<file path="config.mk">
export PLATFORM = sky130hd
export DESIGN_NAME = modem_status_tracker
export DESIGN_NICKNAME = d
export VERILOG_FILES = /design/src/rtl/mst_pkg.sv /design/src/rtl/mst_sync.sv /design/src/rtl/mst_linesel.sv /design/src/rtl/mst_delta.sv /design/src/rtl/modem_status_tracker.sv
export SDC_FILE = /design/constraint.sdc
export NUM_CORES = 1
export LEC_CHECK = 0
export BUFFER_PORTS_ARGS = -buffer_cell sky130_fd_sc_hd__buf_4
export CORE_MARGIN = 4
export CORE_UTILIZATION = 35
export CTS_CLUSTER_SIZE = 20
export DETAILED_ROUTE_END_ITERATION = 7
export MAX_ROUTING_LAYER = met4
export PLACE_DENSITY = 0.61
export SETUP_SLACK_MARGIN = 0.2
export SLEW_MARGIN = 20
export SYNTH_ARGS = -nofsm -noshare
export SYNTH_HDL_FRONTEND = slang
export SYNTH_SLANG_ARGS = --single-unit
</file>
<file path="constraint.sdc">
create_clock -name clk -period 1.8 [get_ports clk]
set_input_delay 0.09 -clock clk [delete_from_list [all_inputs] [get_ports clk]]
set_output_delay 0.09 -clock clk [all_outputs]
set_load 0.005 [all_outputs]
</file>
<file path="src/rtl/mst_pkg.sv">
package mst_pkg;
  localparam int LINES = 4;

  // control byte bit positions (decoded by the line selector)
  localparam int CB_DTR  = 0;
  localparam int CB_RTS  = 1;
  localparam int CB_OUT1 = 2;
  localparam int CB_OUT2 = 3;
  localparam int CB_LOOP = 4;
  localparam int CB_MEN  = 7;

  // line index inside every nibble
  localparam int LN_CTS = 0;
  localparam int LN_DSR = 1;
  localparam int LN_RI  = 2;
  localparam int LN_DCD = 3;

  typedef struct packed {
    logic men;
    logic loopb;
    logic out2;
    logic out1;
    logic rts;
    logic dtr;
  } ctrl_t;

  function automatic ctrl_t decode_ctrl(input logic [7:0] b);
    ctrl_t c;
    c.men   = b[CB_MEN];
    c.loopb = b[CB_LOOP];
    c.out2  = b[CB_OUT2];
    c.out1  = b[CB_OUT1];
    c.rts   = b[CB_RTS];
    c.dtr   = b[CB_DTR];
    return c;
  endfunction
endpackage

</file>
<file path="src/rtl/mst_sync.sv">
module mst_sync #(
  parameter int             W       = 4,
  parameter int             STAGES  = 2,
  parameter logic [W-1:0]   RST_VAL = '1
) (
  input  logic         clk,
  input  logic         rst,
  input  logic [W-1:0] d,
  output logic [W-1:0] q
);
  logic [W-1:0] chain_q [STAGES];

  genvar i;
  generate
    for (i = 0; i < STAGES; i++) begin : g_stage
      if (i == 0) begin : g_first
        always_ff @(posedge clk) begin
          if (rst) chain_q[i] <= RST_VAL;
          else     chain_q[i] <= d;
        end
      end else begin : g_next
        always_ff @(posedge clk) begin
          if (rst) chain_q[i] <= RST_VAL;
          else     chain_q[i] <= chain_q[i-1];
        end
      end
    end
  endgenerate

  assign q = chain_q[STAGES-1];
endmodule

</file>
<file path="src/rtl/mst_linesel.sv">
module mst_linesel
  import mst_pkg::*;
(
  input  logic [LINES-1:0] pins_n,
  input  ctrl_t            ctrl,
  output logic [LINES-1:0] act
);
  always_comb begin
    if (ctrl.loopb) begin
      act         = '0;
      act[LN_CTS] = ctrl.rts;
      act[LN_DSR] = ctrl.dtr;
      act[LN_RI]  = ctrl.out1;
      act[LN_DCD] = ctrl.out2;
    end else begin
      act         = ~pins_n;
      act[LN_RI]  = ~pins_n[LN_RI]  & ctrl.out1;
      act[LN_DCD] = ~pins_n[LN_DCD] & ctrl.out2;
    end
  end
endmodule

</file>
<file path="src/rtl/mst_delta.sv">
module mst_delta #(
  parameter int L = 4
) (
  input  logic         clk,
  input  logic         rst,
  input  logic [L-1:0] act,
  input  logic         men,
  input  logic         rd,
  input  logic         irq_en,
  output logic [L-1:0] vis_q,
  output logic [L-1:0] delta_q,
  output logic         irq_q
);
  logic [L-1:0] state_q;
  logic [L-1:0] edge_w;
  logic [L-1:0] delta_d;

  assign edge_w  = men ? (act ^ state_q) : '0;
  assign delta_d = (delta_q & ~{L{rd}}) | edge_w;

  always_ff @(posedge clk) begin
    if (rst) begin
      state_q <= '0;
      vis_q   <= '0;
      delta_q <= '0;
      irq_q   <= 1'b0;
    end else begin
      state_q <= act;
      vis_q   <= men ? act : '0;
      delta_q <= delta_d;
      irq_q   <= (|delta_d) & irq_en & men;
    end
  end

  // flags are sticky between reads
  assert_sticky_R3: assert property (@(posedge clk) disable iff (rst)
    !rd |=> ((delta_q & $past(delta_q)) == $past(delta_q)));

  // after a read only changes seen on that edge survive
  assert_read_clear_R4: assert property (@(posedge clk) disable iff (rst)
    rd |=> ((delta_q & ~$past(edge_w)) == '0));

  // disabled block records no new change
  assert_no_record_R9: assert property (@(posedge clk) disable iff (rst)
    !men |=> (delta_q == ($past(delta_q) & ~{L{$past(rd)}})));

  // a raised request always has a flag behind it
  assert_irq_source_R8: assert property (@(posedge clk) disable iff (rst)
    irq_q |-> (delta_q != '0));
endmodule

</file>
<file path="src/rtl/modem_status_tracker.sv">
module modem_status_tracker
  import mst_pkg::*;
#(
  parameter int SYNC_STAGES = 2
) (
  input  logic       clk,
  input  logic       rst,
  input  logic       cts_n_in,
  input  logic       dsr_n_in,
  input  logic       ri_n_in,
  input  logic       dcd_n_in,
  input  logic [7:0] ctrl_byte,
  input  logic       status_rd,
  input  logic       irq_en,
  output logic [7:0] status_byte,
  output logic       dtr_n,
  output logic       rts_n,
  output logic       irq
);
  ctrl_t            ctrl;
  logic [LINES-1:0] pins_raw_n;
  logic [LINES-1:0] pins_sync_n;
  logic [LINES-1:0] act;
  logic [LINES-1:0] vis;
  logic [LINES-1:0] delta;

  assign ctrl = decode_ctrl(ctrl_byte);

  always_comb begin
    pins_raw_n         = '1;
    pins_raw_n[LN_CTS] = cts_n_in;
    pins_raw_n[LN_DSR] = dsr_n_in;
    pins_raw_n[LN_RI]  = ri_n_in;
    pins_raw_n[LN_DCD] = dcd_n_in;
  end

  mst_sync #(.W(LINES), .STAGES(SYNC_STAGES), .RST_VAL('1)) u_sync (
    .clk (clk),
    .rst (rst),
    .d   (pins_raw_n),
    .q   (pins_sync_n)
  );

  mst_linesel u_sel (
    .pins_n (pins_sync_n),
    .ctrl   (ctrl),
    .act    (act)
  );

  mst_delta #(.L(LINES)) u_delta (
    .clk     (clk),
    .rst     (rst),
    .act     (act),
    .men     (ctrl.men),
    .rd      (status_rd),
    .irq_en  (irq_en),
    .vis_q   (vis),
    .delta_q (delta),
    .irq_q   (irq)
  );

  always_ff @(posedge clk) begin
    if (rst) begin
      dtr_n <= 1'b1;
      rts_n <= 1'b1;
    end else begin
      dtr_n <= ~ctrl.dtr;
      rts_n <= ~ctrl.rts;
    end
  end

  assign status_byte = {vis, delta};

  // handshake outputs track the control byte one edge later
  assert_outputs_R5: assert property (@(posedge clk) disable iff (rst)
    1'b1 |=> (dtr_n == !$past(ctrl_byte[CB_DTR]) && rts_n == !$past(ctrl_byte[CB_RTS])));

  // in loopback the CTS state follows the RTS control bit
  assert_loop_cts_R7: assert property (@(posedge clk) disable iff (rst)
    (ctrl_byte[CB_LOOP] && ctrl_byte[CB_MEN]) |=> (status_byte[4+LN_CTS] == $past(ctrl_byte[CB_RTS])));

  // state nibble is blank while the block is disabled
  assert_blank_R2: assert property (@(posedge clk) disable iff (rst)
    !ctrl_byte[CB_MEN] |=> (status_byte[7:4] == 4'h0));
endmodule

</file>
==> flow_summary.yaml, run 1 <==
floorplanning:
  die_w_um: 54.2
  die_y_um: 54.2
  fp.coreArea_sq_um: 2000
  io_pins: 27
  rows: 16
  dieArea_sq_um: 2940
  start_util: 0.374
timing:
  finalCriticalPeriod_ns: 1.28
  skew_ns: 0.00544
  hold_viol_final: 0
  final-setup-viol-count: 0
  relSlewSlack: 0.781
  worst_pin_slew_ns: 0.319
  tns_ns: 0
  slew_viol_final: 0
  rsz0062_at_grt: "false"
  min_period_over_period: 0.710
  fmax_ghz: 0.783
setup_path:
  arrival_ns: 1.50
  crit_fanout: 3
  required_ns: 2.02
  crit_path_end_kind: "flip-flop"
  critPathBufInv: 2
  r2r_start: "u_sync.chain_q[1][0]"
  cp-start-kind: "primary input"
  crit_path_start: "ctrl_byte[1]"
  crit_chain: "dlygate4sd3_1 > buf_4 > mux2i_1 > xnor2_1 > nand2_1 > a311oi_2"
  criticalPathCategory: "in -> reg"
  cp_top_family: "buffers and inverters"
  slowest_delay_ns: 0.53
  critPathSlowestCell: "dlygate4sd3_1"
global_route:
  grt_antenna_before_repair: 0
  gr-usage-all-layers: 0.115
  grt_pass1_vias: 542
  overflow: 0
  grt_pass1_wl_um: 2240
  grt_max_degree: 20
pwr:
  finalPower_w: 0.000892
  powerDensity_nw_per_um2: 846
  leakage_nw: 0.473
  peakVddDrop_mv: 0.406
yosys:
  avgSynthCellArea_sq_um: 10.2
  ys_top_cells_by_area: "dfxtp_1, or2_2, nor2_1, xnor2_1, a21oi_1"
  synthDistinctLibCells: 16
  ys_ff_latch: 23
  synthCells: 73
  ys_warn_count: 0
  synth_nets: 89
  synth.top_cells.by_count: "dfxtp_1, nor2_1, or2_2"
  synth.most_common_cell: "dfxtp_1"
  synth_area_sq_um: 748
  synth-async-reset-ratio: 0
  seq_area_frac_synth: 0.615
  synth_ff_type: "dfxtp_1"
  synth_edf_count: 0
  synth.largest_area_cell: "dfxtp_1"
  yosys.area.top_type_share: 0.615
routing:
  dr_total_vias: 564
  ant_nets: 0
  highest_layer: "met4"
  met2WireLength_um: 651
  firstDrtPassIters: 2
  viasPerCell: 4.21
  drc_errors: 0
  routedWlPerCell_um: 9.76
  drt_wl_total_um: 1310
  drtIter0Drc: 1
  wl_met1_um: 542
  routed-wl-met3_um: 96
job:
  cap_violations: 0
clock_tree:
  insertion_delay_ns: 0.30
  clkSlewWorstSetupHoldPaths_ns: 0.12
  cts_made_buffers: 3
  root_buffer: "clkbuf_4"
  clock_sinks: 23
  cts_max_path_buffers: 2
  cts_tree: "yes"
  h-tree-depth: 1
final_layout:
  drive_gt1_frac: 0.364
  fin_nets: 124
  diodes: 0
  fill_cells: 193
  finalInstanceArea_sq_um: 1050
  fin_util: 0.527
  area_delta_synth_final_pct: 41.0
  fin_cells: 134
min_path:
  min_from: "ctrl_byte[2]"
  hp-class: "in -> reg"
place:
  buffer_ports.inserted: 24
  dp_hpwl_um: 933
  gp_congestion: 0.796
  dp_cells: 123
  place_area_sq_um: 958
outcome:
  run_status: "completed"
==> where the power goes <==
group | switching [W] | internal [W]
combinational | 0.0000479 | 0.0000704
clock | 0.000145 | 0.0000863
sequential | 0.00000897 | 0.000534
==> routing by layer <==
| layer | global-route usage | up-vias |
|---|---|---|
| met1 | 0.118 | 250 |
| met4 | 0.0871 | 0 |
| met3 | 0.0300 | 2 |
| met2 | 0.185 | 13 |
| li1 | - | 299 |
| met5 | - | - |
==> registers in the layout (all words and copies together) (netlist names) <==
signal	cells
u_delta.vis_q	4
dtr_n	1
u_delta.state_q	4
u_sync.chain_q	8
u_delta.irq_q	1
rts_n	1
u_delta.delta_q	4
==> what timing repair did <==
item | CTS | global route
buffers inserted | 0 | 0
endpoints found under the setup margin | 0 | 0
resized for setup | 0 | 0
hold endpoints to repair | 7 | 0
hold buffers | 7 | 0
==> through the flow <==
step | worst slack (ns) | hold slack, ns
3_3_place_gp | 0.674 | 0.270
6_report | 0.522 | 0.0334
5_1_grt | 0.446 | 0.0459
2_1_floorplan | 0.765 | 0.164
3_5_place_dp | 0.651 | 0.276
4_1_cts | 0.523 | 0.0300
==> final timing paths <==
kind              slack (ns)  cells past startpoint                   end
hold reg to reg         0.42                      1  u_sync.chain_q[1][1]
setup reg to reg        0.64                      5         u_delta.irq_q
setup / recovery        0.52                      6         u_delta.irq_q
hold / removal          0.03                      3      u_delta.vis_q[2]
==> layout by cell type (no fill, tap or decap), types with 2 or more instances in the layout <==
cell type      synthesis  layout
buf_4                  0      24
dfxtp_1               23      23
nor2_1                13      13
or2_2                  8       8
dlygate4sd3_1          0       7
a21oi_1                5       5
inv_1                  4       4
nand2b_1               4       4
xnor2_1                4       4
nor2b_1                3       3
clkbuf_4               0       3
o21ai_2                2       2
==> cells by family after synthesis <==
family | share of synthesized area
flip-flops | 0.615
AO/OA/AOI/OAI | 0.0953
XOR/XNOR | 0.0468
AND/OR/NAND/NOR | 0.204
buffers and inverters | 0.0251
multiplexers | 0.0134
==> area by class of cell <==
cell class	count	area, sq um	area share
Tap cell	27	33.8	0.0320
Clock buffer	4	26.3	0.0249
Sequential cell	23	460	0.437
Timing Repair Buffer	31	250	0.237
Inverter	4	15.0	0.0142
Multi-Input combinational cell	45	269	0.255
==> worst min-delay path, stage by stage <==
cell	delay, ns
buf_4	0.08
o21ai_2	0.06
nor2_1	0.07
(Power assumes the default switching activity.)
==> run 2, diff against run 1 <==
==> constraint.sdc (replaced) <==
create_clock -name clk -period 1.24 [get_ports clk]
set_input_delay 0.062 -clock clk [delete_from_list [all_inputs] [get_ports clk]]
set_output_delay 0.062 -clock clk [all_outputs]
set_load 0.005 [all_outputs]
==> flow_summary.yaml, run 2 (same netlist as run 1, synthesis figures left out) <==
setup_path:
  rrSetupSlack_ns: 0.13
  critPathBufInv: 1
  endpoint: "u_delta.irq_q"
  crit_path_start: "u_sync.chain_q[1][0]"
  slowest_delay_ns: 0.34
  arrival_ns: 1.33
  criticalPathCategory: "reg -> reg"
  critPathSlowestCell: "dfxtp_2"
  r2r_start: "u_sync.chain_q[1][0]"
  cp-start-kind: "flip-flop"
  crit_cells: 5
  reg2reg_to: "u_delta.irq_q"
  crit_chain: "inv_2 > mux2i_4 > xnor2_1 > nand2_1 > a311oi_2"
  required_ns: 1.46
  crit_path_end_kind: "flip-flop"
  crit_fanout: 2
  cp_top_family: "flip-flops"
  reg2reg_depth: 5
clock_tree:
  cts_tree: "yes"
  clock_sinks: 23
  h-tree-depth: 1
  cts_max_path_buffers: 2
  clkSlewWorstSetupHoldPaths_ns: 0.12
  insertion_delay_ns: 0.30
  cts_made_buffers: 3
  root_buffer: "clkbuf_4"
place:
  gp_congestion: 0.818
  buffer_ports.inserted: 24
  dp_hpwl_um: 918
timing:
  relSlewSlack: 0.840
  skew_ns: 0.00521
  rsz0062_at_grt: "true"
  final-setup-viol-count: 0
  finalCriticalPeriod_ns: 1.11
  min_period_over_period: 0.894
  slew_viol_final: 0
  fmax_ghz: 0.902
  tns_ns: 0
  hold_viol_final: 0
  worst_pin_slew_ns: 0.238
routing:
  viasPerCell: 4.11
  dr_total_vias: 580
  drc_errors: 0
  routedWlPerCell_um: 9.72
  drt_wl_total_um: 1370
  ant_nets: 0
  drtIter0Drc: 3
  firstDrtPassIters: 2
final_layout:
  diodes: 0
  final_cell_mix: "buf_4, dfxtp_1, nor2_1, or2_2, dlygate4sd3_1"
  final_common_cell: "buf_4"
  area_delta_synth_final_pct: 55.2
  fin_nets: 131
  largest_reg_flops: 8
  top_register: "u_sync.chain_q"
  drive_gt1_frac: 0.500
pwr:
  peakVddDrop_mv: 0.744
  leakage_nw: 0.523
  powerDensity_nw_per_um2: 1150
  finalPower_w: 0.00134
floorplanning:
  start_util: 0.374
  die_w_um: 54.2
  dieArea_sq_um: 2940
  io_pins: 27
  rows: 16
  die_y_um: 54.2
  fp.coreArea_sq_um: 2000
job:
  cap_violations: 0
global_route:
  grt_pass1_vias: 523
  gr-usage-all-layers: 0.110
  overflow: 0
  grt_antenna_before_repair: 0
  grt_pass1_wl_um: 2180
  grt_max_degree: 20
outcome:
  run_status: "completed"
min_path:
  hp-class: "in -> reg"
## run 2: cell types whose count changed in the layout (fill, tap and decap cells not counted), moves of 2 or more
cell     previous run  this run
buf_4              24        31
a21oi_2             1         3
dfxtp_2             0         2
xnor2_1             4         1
xnor2_2             0         3
inv_2               0         2
dfxtp_1            23        21
a21oi_1             5         3
inv_1               4         2
## run 2: area by class of cell
class | instances | area (sq um)
Clock buffer | 3 | 22.5
Timing Repair Buffer | 38 | 303
Sequential cell | 23 | 463
Clock inverter | 1 | 5.00
Tap cell | 27 | 33.8
Fill cell | 183 | 841
Multi-Input combinational cell | 45 | 319
Inverter | 4 | 15.0
## run 2: stage by stage
stage | worst slack (ns) | hold WS (ns) | instances | instance area (sq um) | utilization
after floorplan | 0.205 | 0.136 | 73 | 748 | -
after global placement | 0.143 | 0.242 | 124 | 966 | 0.483
after detailed placement | 0.131 | 0.249 | 124 | 966 | 0.483
after CTS | 0.127 | 0.0288 | 139 | 1100 | 0.552
after global routing | 0.0522 | 0.0251 | 141 | 1160 | 0.580
final | 0.131 | 0.0202 | 141 | 1160 | 0.580
## run 2: where the power goes
part | switching [W] | total, W | internal (W)
registers | 0.0000144 | 0.000790 | 0.000775
clock network | 0.000209 | 0.000329 | 0.000120
logic | 0.0000846 | 0.000218 | 0.000134
## run 2: layer usage
metal  track usage  vias to the layer above  part of all wire
met4        0.0622                        0             0.011
met3        0.0245                        2             0.060
met2         0.179                       13              0.49
li1              -                      315                 -
met1         0.123                      250              0.44
met5             -                        -                 0
## run 2: how the worst min path moves through the flow
stage | cells after the start | from | slack, ns | end
final | 2 | rst | 0.02 | u_delta.delta_q[0]
after global routing | 2 | rst | 0.03 | u_delta.delta_q[0]
after CTS | 2 | rst | 0.03 | u_delta.delta_q[0]
after detailed placement | 2 | dsr_n_in | 0.25 | u_sync.chain_q[0][1]
after global placement | 2 | ctrl_byte[1] | 0.24 | rts_n
after floorplan | 1 | ctrl_byte[0] | 0.14 | dtr_n
## run 2: worst register-to-register path, stage by stage, from the launching register on
cell and delay, ns:
dfxtp_2 0.34, inv_2 0.04, mux2i_4 0.16, xnor2_1 0.15
nand2_1 0.10, a311oi_2 0.25
## run 2: what timing repair did
item                                    CTS  global route
endpoints found under the setup margin    1             4
hold buffers                              7             0
pin swaps                                 5             9
resized for setup                         2            10
buffers inserted                          4             2
endpoints found under the hold margin     7             0
==> run 3, diff against run 2 <==
--- a/config.mk
+++ b/config.mk
@@ -8,6 +8,7 @@
 export BUFFER_PORTS_ARGS = -buffer_cell sky130_fd_sc_hd__buf_4
 export CORE_MARGIN = 4
 export CORE_UTILIZATION = 35
+export CTS_BUF_LIST = sky130_fd_sc_hd__clkbuf_16
 export CTS_CLUSTER_SIZE = 20
 export DETAILED_ROUTE_END_ITERATION = 7
 export MAX_ROUTING_LAYER = met4
==> flow_summary.yaml, run 3 (same netlist as run 1, synthesis figures left out) <==
final_layout:
  final_common_cell: "buf_4"
  top_register: "u_sync.chain_q"
  final_cell_mix: "buf_4, dfxtp_1, nor2_1, or2_2, dlygate4sd3_1"
  finalInstanceArea_sq_um: 1180
  regArea_sq_um: 462
  fin_cells: 137
  multi_input_area_sq_um: 318
  fin_nets: 127
  area_delta_synth_final_pct: 57.2
  fill_cells: 182
  diodes: 0
  drive_gt1_frac: 0.491
  largest_reg_flops: 8
timing:
  slew_viol_final: 0
  min_period_over_period: 0.874
  fin_ws_ns: 0.157
  fmax_ghz: 0.923
  hold_viol_final: 0
  skew_ns: 0.00215
  tns_ns: 0
  finalCriticalPeriod_ns: 1.08
  final-setup-viol-count: 0
  rsz0062_at_grt: "true"
  worst_pin_slew_ns: 0.240
  relSlewSlack: 0.838
job:
  cap_violations: 0
clock_tree:
  cts_tree: "yes"
  cts_max_path_buffers: 2
  root_buffer: "clkbuf_16"
  clkSlewWorstSetupHoldPaths_ns: 0.06
  cts_made_buffers: 3
  clock_sinks: 23
  h-tree-depth: 1
  insertion_delay_ns: 0.25
place:
  place_area_sq_um: 966
  dp_cells: 124
  gp_congestion: 0.818
  pre_cts_ws_ns: 0.131
  dp_hpwl_um: 918
  buffer_ports.inserted: 24
outcome:
  run_status: "completed"
global_route:
  grt_pass1_vias: 530
  grt_pass1_wl_um: 2240
  gr-usage-all-layers: 0.118
  grt_antenna_before_repair: 0
  grt_max_degree: 20
  overflow: 0
routing:
  viasPerCell: 4.25
  firstDrtPassIters: 4
  drtIter0Drc: 4
  drt_wl_total_um: 1420
  dr_total_vias: 582
  routedWlPerCell_um: 10.4
  drc_errors: 0
  ant_nets: 0
min_path:
  min_from: "ctrl_byte[0]"
  hp-class: "in -> reg"
floorplanning:
  die_w_um: 54.2
  fp.coreArea_sq_um: 2000
  die_y_um: 54.2
  rows: 16
  start_util: 0.374
  dieArea_sq_um: 2940
  io_pins: 27
setup_path:
  crit_fanout: 2
  cp-start-kind: "flip-flop"
  r2r_start: "u_sync.chain_q[1][0]"
  crit_path_end_kind: "flip-flop"
  required_ns: 1.41
  crit_path_start: "u_sync.chain_q[1][0]"
  arrival_ns: 1.25
  criticalPathCategory: "reg -> reg"
pwr:
  powerDensity_nw_per_um2: 1430
  peakVddDrop_mv: 0.976
  leakage_nw: 0.535
run 3: cell types whose count changed in the layout (fill, tap and decap cells not counted), sizes merged:
cell         previous run  this run
buf                    31        29
dlygate4sd3             7         5
run 3: where the power goes:
| group | total [W] | internal (W) | switching (W) |
|---|---|---|---|
| clock | 0.000687 | 0.000433 | 0.000254 |
| sequential | 0.000791 | 0.000776 | 0.0000152 |
| combinational | 0.000206 | 0.000124 | 0.0000819 |
run 3: worst paths after layout:
kind	end	slack, ns	cells past startpoint
max	u_delta.irq_q	0.16	5
min	dtr_n	0.008	2
max reg2reg	u_delta.irq_q	0.16	5
min reg2reg	u_sync.chain_q[1][2]	0.41	1
run 3: what timing repair did:
action,CTS,global route
cloned,0,0
hold buffers,5,0
resized for setup,2,8
pin swaps,3,6
setup buffers,2,2
endpoints found under the hold margin,5,0
endpoints found under the setup margin,2,4
run 3: per-stage QoR:
stage	util	total power, W	hold slack, ns
after floorplan	-	0.000880	0.136
after global placement	0.483	0.000963	0.242
after detailed placement	0.483	0.000965	0.249
after CTS	0.561	0.00167	0.00972
after global routing	0.588	0.00175	0.0247
final	0.588	0.00168	0.00802
run 3: final cells by class:
| type | count | share of cell area |
|---|---|---|
| Sequential cell | 23 | 0.393 |
| Multi-Input combinational cell | 45 | 0.270 |
| Timing Repair Buffer | 34 | 0.228 |
| Clock buffer | 3 | 0.0638 |
| Tap cell | 27 | 0.0287 |
| Inverter | 4 | 0.0128 |
| Clock inverter | 1 | 0.00426 |
run 3: critical path, cell delays in order (launching register included):
cell,delay [ns]
dfxtp_2,0.32
inv_2,0.04
mux2i_4,0.18
xnor2_2,0.14
nand2_1,0.10
a311oi_2,0.23
run 3: layer usage:
metal	up-vias	track usage	share of wire
li1	306	-	-
met1	251	0.120	0.42
met2	21	0.181	0.49
met3	4	0.0436	0.075
met4	0	0.0954	0.016
met5	-	-	0
